### config.mk
export PLATFORM = sky130hd
export DESIGN_NAME = int_alu
export DESIGN_NICKNAME = d
export VERILOG_FILES = /design/src/rtl/alu_pkg.sv /design/src/rtl/alu_ctl.sv /design/src/rtl/alu_addsub.sv /design/src/rtl/alu_sext.sv /design/src/rtl/int_alu.sv
export SDC_FILE = /design/constraint.sdc
export NUM_CORES = 1
export LEC_CHECK = 0
export BUFFER_PORTS_ARGS = -buffer_cell sky130_fd_sc_hd__buf_2
export CORE_AREA = 2 2 93 95
export DETAILED_ROUTE_END_ITERATION = 8
export DIE_AREA = 0 0 95 97
export PLACE_DENSITY = 0.67
export RECOVER_POWER = 25
export SLEW_MARGIN = 20
export SYNTH_ARGS = -nofsm -noshare
export SYNTH_HDL_FRONTEND = slang
export SYNTH_SLANG_ARGS = --single-unit
### constraint.sdc
create_clock -name clk -period 3.99 [get_ports clk]
set_input_delay 0.1995 -clock clk [delete_from_list [all_inputs] [get_ports clk]]
set_output_delay 0.1995 -clock clk [all_outputs]
set_load 0.03 [all_outputs]
### src/rtl/alu_pkg.sv
// Shared opcode encoding, flag bit positions and decoder control record.
package alu_pkg;

    typedef enum logic [3:0] {
        OP_ADD = 4'd0,
        OP_ADC = 4'd1,
        OP_SUB = 4'd2,
        OP_SBB = 4'd3,
        OP_CMP = 4'd4,
        OP_INC = 4'd5,
        OP_DEC = 4'd6,
        OP_NEG = 4'd7,
        OP_SXB = 4'd8,
        OP_SXW = 4'd9
    } alu_op_e;

    localparam int FLAG_N  = 6;
    localparam int FL_CF   = 0;
    localparam int FL_PF   = 1;
    localparam int FL_AF   = 2;
    localparam int FL_ZF   = 3;
    localparam int FL_SF   = 4;
    localparam int FL_OF   = 5;

    localparam logic [FLAG_N-1:0] MASK_ALL  = '1;
    localparam logic [FLAG_N-1:0] MASK_NOCF = ~(FLAG_N'(1) << FL_CF);
    localparam logic [FLAG_N-1:0] MASK_NONE = '0;

    typedef struct packed {
        logic              sub;       // invert source and carry into the adder
        logic              use_cin;   // carry_in participates
        logic              a_zero;    // first adder operand forced to zero
        logic              b_one;     // second adder operand forced to one
        logic              b_dst;     // second adder operand taken from dst
        logic              sext;      // result comes from the sign extender
        logic              sext_dw;   // word-to-doubleword extension
        logic              we;        // operation writes a result
        logic [FLAG_N-1:0] mask;      // flags this operation updates
    } alu_ctl_t;

endpackage

### src/rtl/alu_ctl.sv
// Opcode decoder: maps an opcode to adder operand steering, result source,
// write-enable and flag-update mask. Purely combinational.
// Assumes unassigned opcodes must behave as a no-op.
module alu_ctl
    import alu_pkg::*;
(
    input  logic [3:0] op,
    output alu_ctl_t   ctl
);

    // Decode the opcode into its control record.
    always_comb begin
        ctl = '0;
        case (alu_op_e'(op))
            OP_ADD: begin ctl.we = 1'b1; ctl.mask = MASK_ALL; end
            OP_ADC: begin ctl.we = 1'b1; ctl.use_cin = 1'b1; ctl.mask = MASK_ALL; end
            OP_SUB: begin ctl.we = 1'b1; ctl.sub = 1'b1; ctl.mask = MASK_ALL; end
            OP_SBB: begin
                ctl.we = 1'b1; ctl.sub = 1'b1; ctl.use_cin = 1'b1; ctl.mask = MASK_ALL;
            end
            OP_CMP: begin ctl.sub = 1'b1; ctl.mask = MASK_ALL; end
            OP_INC: begin ctl.we = 1'b1; ctl.b_one = 1'b1; ctl.mask = MASK_NOCF; end
            OP_DEC: begin
                ctl.we = 1'b1; ctl.sub = 1'b1; ctl.b_one = 1'b1; ctl.mask = MASK_NOCF;
            end
            OP_NEG: begin
                ctl.we = 1'b1; ctl.sub = 1'b1; ctl.a_zero = 1'b1; ctl.b_dst = 1'b1;
                ctl.mask = MASK_ALL;
            end
            OP_SXB: begin ctl.we = 1'b1; ctl.sext = 1'b1; ctl.mask = MASK_NONE; end
            OP_SXW: begin
                ctl.we = 1'b1; ctl.sext = 1'b1; ctl.sext_dw = 1'b1; ctl.mask = MASK_NONE;
            end
            default: ctl = '0;
        endcase
    end

endmodule

### src/rtl/alu_addsub.sv
// Shared adder/subtractor with flag generation for two operand widths.
// Subtraction is a + ~b + ~borrow; the carry into each bit is recovered
// from sum ^ a ^ b, so the narrow carry and overflow need no second adder.
// Assumes HALF_W >= 8 (parity covers the low 8 bits) and HALF_W > 4.
module alu_addsub
    import alu_pkg::*;
#(
    parameter int DATA_W = 16
) (
    input  logic              wide,
    input  logic              sub,
    input  logic [DATA_W-1:0] a,
    input  logic [DATA_W-1:0] b,
    input  logic              cin,
    output logic [DATA_W-1:0] res,
    output logic [FLAG_N-1:0] flg
);

    localparam int HALF_W = DATA_W / 2;
    localparam int PAR_W  = 8;

    logic [DATA_W-1:0] b_eff;
    logic              c_eff;
    logic [DATA_W:0]   sum;
    logic [DATA_W:0]   cy_in;   // cy_in[i] = carry into bit i; cy_in[DATA_W] = carry out

    // Condition the second operand and carry for subtraction.
    always_comb begin
        b_eff = sub ? ~b : b;
        c_eff = sub ? ~cin : cin;
        sum   = {1'b0, a} + {1'b0, b_eff} + (DATA_W + 1)'(c_eff);
    end

    // Recover the carry entering every bit position.
    genvar gi;
    generate
        for (gi = 0; gi < DATA_W; gi++) begin : g_cy
            assign cy_in[gi] = sum[gi] ^ a[gi] ^ b_eff[gi];
        end
    endgenerate
    assign cy_in[DATA_W] = sum[DATA_W];

    // Select the width-dependent result and form the six flags.
    always_comb begin
        logic msb_cy_out;
        logic msb_cy_in;
        res        = wide ? sum[DATA_W-1:0] : {{(DATA_W-HALF_W){1'b0}}, sum[HALF_W-1:0]};
        msb_cy_out = wide ? cy_in[DATA_W]   : cy_in[HALF_W];
        msb_cy_in  = wide ? cy_in[DATA_W-1] : cy_in[HALF_W-1];
        flg        = '0;
        flg[FL_CF] = msb_cy_out ^ sub;
        flg[FL_AF] = cy_in[4] ^ sub;
        flg[FL_OF] = msb_cy_out ^ msb_cy_in;
        flg[FL_SF] = wide ? res[DATA_W-1] : res[HALF_W-1];
        flg[FL_ZF] = (res == '0);
        flg[FL_PF] = ~^res[PAR_W-1:0];
    end

endmodule

### src/rtl/alu_sext.sv
// Sign extender: half-width to full-width, or full-width to double-width.
// Combinational; assumes the result bus is twice the operand width.
module alu_sext #(
    parameter int DATA_W = 16
) (
    input  logic                dword,
    input  logic [DATA_W-1:0]   d,
    output logic [2*DATA_W-1:0] q
);

    localparam int HALF_W = DATA_W / 2;

    // Replicate the selected sign bit upward.
    always_comb begin
        if (dword)
            q = {{DATA_W{d[DATA_W-1]}}, d};
        else
            q = {{DATA_W{1'b0}}, {(DATA_W-HALF_W){d[HALF_W-1]}}, d[HALF_W-1:0]};
    end

endmodule

### src/rtl/int_alu.sv
// Integer ALU top: decodes the opcode, steers operands into the shared
// adder, merges new flags under the per-operation mask and registers the
// result, write-enable and flags. One clock of latency.
// Assumes operands are stable in the cycle op_valid is high.
module int_alu
    import alu_pkg::*;
#(
    parameter int DATA_W = 16
) (
    input  logic                clk,
    input  logic                rst_n,
    input  logic                op_valid,
    input  logic [3:0]          op_code,
    input  logic                wide,
    input  logic [DATA_W-1:0]   dst_in,
    input  logic [DATA_W-1:0]   src_in,
    input  logic                carry_in,
    output logic [2*DATA_W-1:0] result,
    output logic                res_we,
    output logic [FLAG_N-1:0]   flags
);

    localparam int RES_W = 2 * DATA_W;

    alu_ctl_t            ctl;
    logic [DATA_W-1:0]   opa, opb;
    logic                opc;
    logic [DATA_W-1:0]   add_res;
    logic [FLAG_N-1:0]   add_flg;
    logic [RES_W-1:0]    sext_res;
    logic [RES_W-1:0]    res_next;
    logic [FLAG_N-1:0]   flags_next;
    logic [RES_W-1:0]    result_q;
    logic                we_q;
    logic [FLAG_N-1:0]   flags_q;

    alu_ctl u_ctl (
        .op  (op_code),
        .ctl (ctl)
    );

    // Steer destination, source and carry into the adder inputs.
    always_comb begin
        opa = ctl.a_zero ? '0 : dst_in;
        if (ctl.b_one)      opb = DATA_W'(1);
        else if (ctl.b_dst) opb = dst_in;
        else                opb = src_in;
        opc = ctl.use_cin & carry_in;
    end

    alu_addsub #(.DATA_W(DATA_W)) u_addsub (
        .wide (wide),
        .sub  (ctl.sub),
        .a    (opa),
        .b    (opb),
        .cin  (opc),
        .res  (add_res),
        .flg  (add_flg)
    );

    alu_sext #(.DATA_W(DATA_W)) u_sext (
        .dword (ctl.sext_dw),
        .d     (dst_in),
        .q     (sext_res)
    );

    // Pick the result source and merge flags under the update mask.
    always_comb begin
        res_next   = ctl.sext ? sext_res : {{(RES_W-DATA_W){1'b0}}, add_res};
        flags_next = (ctl.mask & add_flg) | (~ctl.mask & flags_q);
    end

    // Register result, write-enable and flags.
    always_ff @(posedge clk) begin
        if (!rst_n) begin
            result_q <= '0;
            we_q     <= 1'b0;
            flags_q  <= '0;
        end else begin
            we_q <= op_valid & ctl.we;
            if (op_valid && ctl.we) result_q <= res_next;
            if (op_valid)           flags_q  <= flags_next;
        end
    end

    assign result = result_q;
    assign res_we = we_q;
    assign flags  = flags_q;

endmodule

# After elaboration in Yosys (flattened, before gate mapping)
# Cells that the tools add are included.
# totals
in_bits	41
elab_cells	62
output_inout_bits	39
ff_bits	39
# op_classes
n_eq_ne	9
addsub	2
bitwise	19
n_reduce_logical	10
mux	19
# op_table
operator	n
16-bit two-way mux	5
32-bit two-way mux	2
16-bit by 16-bit adder with 17-bit output	1
17-bit by 1-bit adder with 17-bit output	1
4-bit by 3-bit == test with 1-bit output, second input constant	4
16-bit zero test	1
16-bit inverter	1
6-bit bitwise AND	2
6-bit one-hot mux with 2 select lines	1
1-bit two-way mux	11
1-bit bitwise XOR	11
9-bit OR reduction	1
4-bit by 2-bit == test with 1-bit output, second input constant	2
4-bit == test, second input constant	2
8-bit XNOR reduction	1
6-bit inverter	1
6-bit OR	1
2-bit OR reduction	3
6-bit OR reduction	1
5-bit OR reduction	1
4-bit by 1-bit == test with 1-bit output, second input constant	1
4-bit zero test	1
1-bit bitwise AND	2
1-bit logical AND	1
1-bit inverter	1

# Longest topological paths before layout
# logic_depth
depth_word	14
depth_mapped	18
depth_no_buf	16

# Cells and area by module
# Synthesis repeated with hierarchy kept, for this count alone.
# hier_totals
hier_cells	419
area_unflattened_um2	3706.1
# by_module_without_submodules
mod	cells_per_inst	area_each_um2	instances
int_alu	232	2173.3	1
alu_addsub	137	1099.8	1
alu_sext	33	311.5	1
alu_ctl	17	121.4	1

# Worst setup path before layout
# Ideal clock, no wire load.
# synth_timing
path_kind	input-to-reg
startpoint	in op_code[2]
endpoint	reg (tool-made name)
arrival_time_ns	3.154
path_slack_ns	0.721
cell_stages	18
required_ns	3.875
path_cell_list	buf_2 inv_1 nor2_1 clkbuf_1 a21oi_1 o21ai_0 o31ai_1 ha_1 a21o_1 a2111o_1 o32ai_1 nor2_1 inv_1 ha_1 xor2_1 xnor2_1 o21ai_0 and2_1
# synth_rtl
item	line_no	rtl
from (decl)	int_alu.sv:13	input logic [3:0] op_code,

==> impl_results.rst <==
.. list-table::
   :header-rows: 1

   * - Metric
     - Value
   * - Final-report hold violation count
     - 0
   * - Hold buffers post-CTS
     - 0
   * - Fraction of final layout cells with drive strength greater than 1
     - 0.1852
   * - Total DRC errors in the routed layout
     - 0
   * - Final-layout setup total negative slack
     - 0 ns
   * - Inserted Clock Buffers
     - 3
   * - Startpoint class of the critical path
     - input port
   * - Total power density per cell area
     - 301.1 nW/µm²
   * - Element type at the critical path end
     - flop
   * - Overall global routing resource usage
     - 0.2015
   * - Cell-internal power
     - 0.0006010 W
   * - Number of storage elements in the synthesis netlist
     - 24
   * - Quantity of I/O buffers inserted on ports
     - 79
   * - Number of non-filler instances in the completed layout
     - 591
   * - Post-CTS resize count
     - 0
   * - Count of maximum capacitance violations
     - 0
   * - Crit path time final
     - 3.347 ns
   * - WS Path Type
     - input port to flop
   * - Data required time of the worst path
     - 4.17 ns
   * - Die width
     - 95 µm
   * - R2R depth
     - 2
   * - Area enclosed by the die boundary
     - 9215 µm²
   * - CP max FO
     - 18
   * - Cell types occupying the most area after synthesis
     - sky130_fd_sc_hd__dfxtp_1 (15%), sky130_fd_sc_hd__nand2_1 (9.1%), sky130_fd_sc_hd__ha_1 (7.7%)
   * - Worst slew pin tran
     - 0.8018 ns
   * - Via count of the first global-routing pass
     - 3171
   * - Clk buf depth
     - 2
   * - Clock latency at the later pin of the worst-skew pair
     - 0.27 ns
   * - Worst r2r src
     - result[30]
   * - Antenna diodes
     - 0
   * - Drt first-iter violations
     - 195
   * - Number of I/O pins
     - 80
   * - RSZ-0062 raised after global routing
     - no
   * - Wire length of the first global-routing pass
     - 15.14 mm
   * - Total setup violations reported at the end of the flow
     - 0
   * - Final routed wirelength across all metal layers
     - 9.175 mm
   * - VDD IR max
     - 156.4 µV
   * - Buffers inserted by post-CTS timing repair
     - 0
   * - Total global routing overflow
     - 0
   * - Worst Hold Launch
     - dst_in[12]
   * - Clock root buffer
     - sky130_fd_sc_hd__clkbuf_8
   * - Cell-by-cell trace of the critical path
     - buf_2 > inv_1 > nor2_1 > buf_4 > a21oi_1 > o21ai_0 > o31ai_1 > ha_1 > and3_1 > nand3_1 > clkinv_1 > a2111oi_4 > xnor2_1 > and2_4 > o41ai_2
   * - End point of the most critical hold path
     - result[12]
   * - Worst reg2reg path endpoint
     - result[30]
   * - Gate power share
     - 0.582
   * - Initial antenna violation count
     - 0
   * - Slew margin rel.
     - 0.4654
   * - Part of the power in the clock network
     - 0.157
   * - Average wire per standard cell
     - 15.52 µm
   * - Floorplan row count
     - 33
   * - Sequential cell area fraction in the yosys report
     - 0.1547
   * - Count of yosys warnings during synthesis
     - 0
   * - Maximum number of pins on one net before global-route repair
     - 28
   * - Final instance area
     - 3498 µm²
   * - Part of the power in registers
     - 0.261
   * - Die height
     - 97 µm
   * - Post-Syn Nets
     - 500
   * - Critical path arrival
     - 3.53 ns
   * - H-tree lvl count
     - 1
   * - Total design power
     - 0.001053 W
   * - Crit path max-delay cell type
     - sky130_fd_sc_hd__nor2_1
   * - Number of filler cells placed in the layout
     - 855
   * - Post-synthesis cell type with the largest combined area
     - sky130_fd_sc_hd__dfxtp_1
   * - Status
     - complete, no violations
   * - Clock tree from TritonCTS
     - yes
   * - Number of routed nets with antenna violations
     - 0
   * - Area of the core region
     - 8134 µm²
   * - Fin nets
     - 549
   * - Vias
     - 3299
   * - Post-route clock period utilization
     - 0.8388
   * - R2R setup slack
     - 3.15 ns
   * - Leakage power figure
     - 1.573 nW
   * - Highest attainable clock frequency
     - 298.8 MHz
   * - Most used flip-flop cell after synthesis
     - sky130_fd_sc_hd__dfxtp_1
   * - GPL Wtd Cong
     - 0.8863
   * - Hold Crit Class
     - input port to flop
   * - Syn avg cell area
     - 7.090 µm²
   * - Synth Instances
     - 438
   * - Netlist area before placement
     - 3105 µm²
   * - Number of cells on the worst hold path
     - 3
   * - Final design utilization
     - 0.4301
   * - Clock tree skew after final layout
     - 0 ns
   * - Clock transition at the registers of the reported paths
     - 0.09 ns
   * - Final number of max-transition violations
     - 0
   * - Slowest Stage Delay on Critical Path
     - 0.43 ns
   * - Effective utilization at floorplan
     - 0.3818
   * - Clock sink count
     - 24
   * - Via density
     - 5.582
   * - Detailed Routing Iterations Pass 1
     - 6
   * - Post-synthesis async set-or-reset flop share
     - 0
   * - Switching pwr
     - 0.0004524 W
   * - Total half-perimeter wirelength after legalization and detailed placement
     - 7.282 mm
   * - Fraction of power spent switching nets
     - 0.4295
   * - Synth top area share
     - 0.1547
   * - Synthesis-to-layout area growth
     - 12.65%
   * - Post-synth EDFFs
     - 0
   * - Post-synth cell types
     - 61
   * - Placed Cells incl. Taps
     - 587
   * - Cell Area, Placed
     - 3462 µm²
-- routing by layer --
| metal | GRT usage | wire [µm] | vias up |
|---|---|---|---|
| met2 | 0.3606 | 4724 | 97 |
| met3 | 0.03115 | 366 | 15 |
| met4 | 0.05686 | 203 | 0 |
| li1 | - | - | 1666 |
| met5 | 0 | 0 | - |
| met1 | 0.2448 | 3880 | 1521 |
-- cell usage after synthesis (all sizes together), types with 2 or more instances --
library cell and instances:
clkinv 2, o211a 6, a21boi 3, ha 19
inv 7, a21oi 45, buf 27, nand2 75
o211ai 14, xnor2 12, nor2 16, clkbuf 14
mux2i 2, fa 2, a41oi 2, o21bai 2
and2 21, and3 5, mux2 3, a222oi 2
a21o 8, a31oi 10, dfxtp 24, o21a 3
or3 2, nand3 13, nor2b 4, o31ai 14
a211oi 3, nor3 3, xor2 8, o21ai 39
nand2b 11
-- cell type report --
cell class / count / area, µm² / area share
clock buffers: 4 / 55.05 / 0.01574
inverters: 9 / 33.78 / 0.009657
multi-input cells: 364 / 2376 / 0.6792
flip-flops and latches: 24 / 480.5 / 0.1373
well taps: 105 / 131.4 / 0.03755
repair buffers: 85 / 421.7 / 0.1205
-- power groups by stage --
stage / Combinational (W) / Clock (W) / Sequential, W
final: 0.000614 / 0.000165 / 0.000275
after floorplan: 0.000422 / 0 / 0.000326
after global routing: 0.000687 / 0.000179 / 0.000278
after detailed placement: 0.000615 / 0 / 0.000280
after global placement: 0.000607 / 0 / 0.000279
after CTS: 0.000618 / 0.000170 / 0.000274
-- cells by family (layout without fill, tap and decap cells) --
group | after synthesis | after routing | share of synthesized area
fa+ha+maj | 21 | 21 | 0.08945
buf+inv | 50 | 98 | 0.08018
mux | 5 | 5 | 0.01732
flops | 24 | 24 | 0.1547
compound gates | 162 | 162 | 0.3562
simple gates | 155 | 155 | 0.2385
xor+xnor | 21 | 21 | 0.06366
-- per-stage QoR --
step | hold WS [ns] | setup WS [ns]
6_report | 0.2584 | 0.6433
3_5_place_dp | 0.4642 | 0.3915
3_3_place_gp | 0.4515 | 0.4806
2_1_floorplan | 0.3378 | 0.7210
4_1_cts | 0.2633 | 0.6658
5_1_grt | 0.2884 | 0.2611
-- worst max-delay path by stage --
stage | startpoint | endpoint | slack (ns) | cells after the start
floorplan | op_code[2] | flop | 0.72 | 18
global placement | op_code[3] | flop | 0.48 | 14
detailed placement | op_code[2] | flop | 0.39 | 15
CTS | op_code[2] | flop | 0.67 | 15
global route | op_code[2] | flop | 0.26 | 14
finish | op_code[2] | flop | 0.64 | 15
-- critical path: cells and delay by family --
kind	cells	cell delay, ns
AOI/OAI and AO/OA	5	1.01
xor gates and xnor gates	1	0.17
adders and majority gates	1	0.37
buffers and inverters	4	0.81
and+or+nand+nor	4	0.98
-- cell usage in the layout, fill, tap and decap left out, drive strengths merged, types with 5 or more instances in the layout --
cell type,instances
inv,7
ha,19
a31oi,10
nand2,75
clkbuf,19
buf,70
nor2,16
o21ai,39
and3,5
o211a,6
xnor2,12
o211ai,14
a21o,8
nand3,13
and2,21
dfxtp,24
a21oi,45
xor2,8
o31ai,14
nand2b,11
(Power assumes the default switching activity.)
